==> src/rtl/refdiv_dual.sv <==
module refdiv_dual #(
  parameter int RW   = 12,
  parameter int RMIN = 8
) (
  input  logic          clk,
  input  logic          rst,
  input  logic [RW-1:0] ratio_i,
  input  logic          half_b_i,
  output logic          strobe_a_o,
  output logic          strobe_b_o,
  output logic          div_a_o,
  output logic          div_b_o
);
  localparam logic [RW-1:0] RMIN_V = RW'(RMIN);
  localparam logic [RW-1:0] ONE    = RW'(1);

  logic [RW-1:0] cnt;
  logic [RW-1:0] per;
  logic          tgl;

  logic [RW-1:0] req;
  logic [RW-1:0] half;
  logic          wrap;
  logic          fall;

  assign req  = (ratio_i < RMIN_V) ? RMIN_V : ratio_i;
  assign half = per >> 1;
  assign wrap = (cnt == per - ONE);
  assign fall = (cnt == half + ONE);

  always_ff @(posedge clk) begin
    if (rst) begin
      cnt <= '0;
      per <= req;
      tgl <= 1'b0;
    end else begin
      if (wrap) begin
        cnt <= '0;
        per <= req;
      end else begin
        cnt <= cnt + ONE;
      end
      if (cnt == half) tgl <= ~tgl;
    end
  end

  assign strobe_a_o = (cnt == ONE);
  assign div_a_o    = (cnt != '0) && (cnt <= half);
  assign strobe_b_o = fall && (!half_b_i || tgl);
  assign div_b_o    = half_b_i ? tgl : div_a_o;
endmodule

==> config.mk <==
export PLATFORM = sky130hd
export DESIGN_NAME = refdiv_dual
export DESIGN_NICKNAME = d
export VERILOG_FILES = /design/src/rtl/refdiv_dual.sv
export SDC_FILE = /design/constraint.sdc
export NUM_CORES = 1
export LEC_CHECK = 0
export BUFFER_PORTS_ARGS = -buffer_cell sky130_fd_sc_hd__buf_4
export CELL_PAD_IN_SITES_DETAIL_PLACEMENT = 1
export CELL_PAD_IN_SITES_GLOBAL_PLACEMENT = 2
export CORE_MARGIN = 2
export CORE_UTILIZATION = 37
export DETAILED_ROUTE_END_ITERATION = 10
export PLACE_DENSITY = 0.88
export RECOVER_POWER = 25
export SYNTH_ARGS = -nofsm -noshare
export SYNTH_HDL_FRONTEND = slang
export SYNTH_SLANG_ARGS = --single-unit
==> constraint.sdc <==
create_clock -name clk -period 3 [get_ports clk]
set_input_delay 0.15 -clock clk [delete_from_list [all_inputs] [get_ports clk]]
set_output_delay 0.15 -clock clk [all_outputs]
set_load 0.03 [all_outputs]
==> impl_metrics.xml <==
<?xml version="1.0" encoding="UTF-8"?>
<metrics>
  <group name="routing">
    <metric name="via_count" unit="">2020</metric>
    <metric name="antenna_violating_nets_post_route" unit="">0</metric>
    <metric name="detail_route.first_pass.iterations" unit="">4</metric>
    <metric name="finalWirelength" unit="µm">6340</metric>
    <metric name="post_drt_via_cell_ratio" unit="">5.79</metric>
    <metric name="post_drt_wl_per_cell" unit="µm">18.2</metric>
    <metric name="drt_drc_violations_left" unit="">0</metric>
    <metric name="drt_first_iter_violations" unit="">107</metric>
  </group>
  <group name="clocking">
    <metric name="cts_buffers" unit="">3</metric>
    <metric name="clock-sinks" unit="">25</metric>
    <metric name="root_buffer" unit="">clkbuf_8</metric>
    <metric name="clk_transition_reported_paths" unit="ns">0.09</metric>
    <metric name="cts_repair_resize_count" unit="">0</metric>
    <metric name="hold_buffers" unit="">0</metric>
    <metric name="cts_max_level" unit="">1</metric>
    <metric name="insertion_delay" unit="ns">0.27</metric>
    <metric name="cts_buffer_depth" unit="">2</metric>
    <metric name="post_cts.repair.setup_buffers" unit="">0</metric>
    <metric name="clock_tree_from_tritoncts" unit="">built</metric>
  </group>
  <group name="synth">
    <metric name="syn_avg_cell_area" unit="µm²">8.38</metric>
    <metric name="post_synth_inst_count" unit="">273</metric>
    <metric name="synthDominantCellAreaShare" unit="">0.157</metric>
    <metric name="seq_cells_post_synth" unit="">25</metric>
    <metric name="post_synth_top_area_cell" unit="">edfxtp_1</metric>
    <metric name="yosysWarnings" unit="">0</metric>
    <metric name="post_synth_num_cell_types" unit="">49</metric>
    <metric name="yosys_most_used_dff" unit="">dfxtp_1</metric>
    <metric name="synth-seq-area-share" unit="">0.271</metric>
    <metric name="synth_area" unit="mm²">0.00229</metric>
    <metric name="synth_enable_flop_cells" unit="">12</metric>
    <metric name="postSynthNetCount" unit="">305</metric>
    <metric name="ys_async_sr_fraction" unit="">0</metric>
    <metric name="cell_types_with_the_largest_area_share_after_synthesis" unit="">edfxtp_1 (16%), dfxtp_1 (11%), ha_1 (9.3%)</metric>
  </group>
  <group name="floorplanning">
    <metric name="initial_core_util" unit="">0.384</metric>
    <metric name="die_width" unit="µm">82.6</metric>
    <metric name="placeableCoreArea" unit="mm²">0.00596</metric>
    <metric name="die_h" unit="µm">82.6</metric>
    <metric name="num_rows" unit="">28</metric>
    <metric name="design.portCount" unit="">19</metric>
    <metric name="fp.dieArea" unit="mm²">0.00683</metric>
  </group>
  <group name="min_path">
    <metric name="min_path_cells" unit="">1</metric>
    <metric name="hold_path.class" unit="">in2reg</metric>
  </group>
  <group name="placement">
    <metric name="post_dp_hpwl" unit="µm">5020</metric>
    <metric name="gp_routability_congestion" unit="">0.893</metric>
    <metric name="place.port_buffers" unit="">18</metric>
    <metric name="place_area" unit="mm²">0.00241</metric>
  </group>
  <group name="critical_path">
    <metric name="setup.worst_path.start_class" unit="">register</metric>
    <metric name="worst-r2r-cell-count" unit="">8</metric>
    <metric name="crit_path_max_incr_delay" unit="ns">0.48</metric>
    <metric name="cp_cell_sequence" unit="">ha_1 &gt; and4_1 &gt; nand2_1 &gt; mux2i_1 &gt; mux2i_1 &gt; o32a_1 &gt; a2111oi_1 &gt; buf_4</metric>
    <metric name="worstReg2RegStart" unit="">per[1]</metric>
    <metric name="cp-end-kind" unit="">output pin</metric>
    <metric name="crit_required" unit="ns">2.85</metric>
    <metric name="timing.critical_path.from" unit="">per[1]</metric>
    <metric name="critical_path.top_delay_family" unit="">compound AO/OA/AOI/OAI gates</metric>
    <metric name="timing.critical_path.depth" unit="">8</metric>
    <metric name="crit_type" unit="">reg2out</metric>
    <metric name="worst-endpoint-arrival" unit="ns">2.52</metric>
    <metric name="regToRegEndpoint" unit="">per[2]</metric>
    <metric name="critical_path.max_fanout" unit="">5</metric>
    <metric name="cp_slowest_cell" unit="">edfxtp_1</metric>
    <metric name="worst_path_buffer_plus_inverter_count" unit="">1</metric>
    <metric name="crit_top_cell" unit="">mux2i_1</metric>
    <metric name="setup.worst_path.end" unit="">strobe_b_o</metric>
    <metric name="worst-r2r-setup-slack" unit="ns">0.44</metric>
  </group>
  <group name="global_route">
    <metric name="grt.total_usage" unit="">0.197</metric>
    <metric name="first_global_vias" unit="">2017</metric>
    <metric name="pin_count_of_the_biggest_net_entering_global_routing" unit="">14</metric>
    <metric name="grt_overflow_total" unit="">0</metric>
    <metric name="grt_antenna_before_repair" unit="">0</metric>
    <metric name="wire_length_of_the_first_global_routing_pass" unit="µm">10200</metric>
  </group>
  <group name="final_layout">
    <metric name="utilization" unit="">0.411</metric>
    <metric name="final_design_area_no_fill" unit="mm²">0.00245</metric>
    <metric name="final_layout_size_suffix_gt1_frac" unit="">0.124</metric>
    <metric name="num-nets-final" unit="">307</metric>
    <metric name="multi_input_comb_area" unit="mm²">0.00143</metric>
    <metric name="antenna_cells_inserted" unit="">0</metric>
    <metric name="seq_area" unit="µm²">621</metric>
    <metric name="most-common-layout-cells" unit="">inv_1 (18), buf_4 (18), ha_1 (17)</metric>
    <metric name="n_fill_cell" unit="">711</metric>
    <metric name="layout-area-overhead-vs-synth" unit="%">6.89</metric>
  </group>
  <group name="timing">
    <metric name="grt_setup_unrepaired" unit="">false</metric>
    <metric name="finalSetupViolations" unit="">0</metric>
    <metric name="layout_worst_path_cycle_share" unit="">0.890</metric>
    <metric name="worst-slew-pin-transition" unit="ns">0.548</metric>
    <metric name="fin_skew" unit="ns">0.00578</metric>
    <metric name="finalMaxSlewViolations" unit="">0</metric>
    <metric name="period_minus_slack" unit="ns">2.67</metric>
    <metric name="totalNegativeSetupSlack" unit="ns">0</metric>
    <metric name="final-hold-violation-count" unit="">0</metric>
    <metric name="max_freq" unit="GHz">0.375</metric>
    <metric name="timing.max_slew.rel_slack" unit="">0.632</metric>
  </group>
  <group name="run_status">
    <metric name="run_status" unit="">finished clean</metric>
  </group>
  <group name="power_and_ir_drop">
    <metric name="cellLeakagePower" unit="nW">0.925</metric>
    <metric name="cellPowerDensity" unit="mW/mm²">417</metric>
    <metric name="max-vdd-ir-drop" unit="mV">0.200</metric>
  </group>
  <group name="flow_run">
    <metric name="cap_violations" unit="">0</metric>
  </group>
</metrics>
[power by group]
part	internal (mW)	total, mW	switching [mW]
sequential	0.389	0.452	0.0629
combinational	0.159	0.359	0.200
clock	0.0981	0.209	0.111
total	0.646	1.02	0.374
[worst min path at each step]
stage                     slack (ns)        from  endpoint
after floorplan                 0.22         rst       tgl
after global placement          0.34  ratio_i[9]    per[9]
after detailed placement        0.34  ratio_i[5]    per[5]
after CTS                       0.06  ratio_i[5]    per[5]
after global routing            0.08  ratio_i[4]    per[4]
final                           0.09  ratio_i[5]    per[5]
[final cells by class]
cell class | count | area share
multi-input combinational | 201 | 0.586
clock buffer | 4 | 0.0189
tap | 75 | 0.0384
inverter | 18 | 0.0276
sequential | 25 | 0.254
timing repair buffer | 26 | 0.0752
[kinds of logic (layout without fill, tap and decap cells)]
group,Yosys count,in the layout,share of synthesized area
multiplexers,3,3,0.0131
flip-flops,25,25,0.271
AO/OA/AOI/OAI,56,56,0.165
XOR/XNOR,32,32,0.122
adder cells (fa/ha/maj),17,17,0.0929
buffers and inverters,47,48,0.103
AND/OR/NAND/NOR,93,93,0.233
[synth_stat cells (4+ instances only)]
cell type	count
nand3_1	15
nor4_1	10
clkbuf_1	15
nor3_1	12
buf_4	4
o21ai_0	10
xnor2_1	16
buf_6	5
and2_1	6
ha_1	17
buf_2	5
inv_1	18
edfxtp_1	12
nand4_1	6
nor2_1	10
dfxtp_1	13
xor2_1	16
nand2b_1	4
nand2_1	9
a31oi_1	15
nor2b_1	6
a21oi_1	9
[sequential cells by signal, summed over array words and instances (netlist names)]
signal	flops
cnt	12
tgl	1
per	12
[worst reg2reg max path: cells and delay by family, from the launching register on]
family                     cells  cell delay [ns]
and+or+nand+nor                2             0.76
AOI/OAI and AO/OA              4             0.70
DFF                            1             0.48
adders and majority gates      1             0.23
buffers and inverters          1             0.12
[routing by layer]
metal | GRT usage | wire, µm
met4 | 0.0475 | 69
met5 | 0 | 0
met1 | 0.266 | 3050
met2 | 0.343 | 3130
met3 | 0.0130 | 94
[per-stage QoR]
stage | hold slack (ns) | power (mW) | instances | worst slack, ns
floorplan | 0.222 | 0.711 | 273 | 0.285
global placement | 0.338 | 0.813 | 345 | 0.539
detailed placement | 0.340 | 0.823 | 345 | 0.458
CTS | 0.0622 | 1.03 | 349 | 0.328
global route | 0.0796 | 1.09 | 349 | 0.174
finish | 0.0890 | 1.02 | 349 | 0.331
Note: power is estimated with default switching activity, not from simulation.
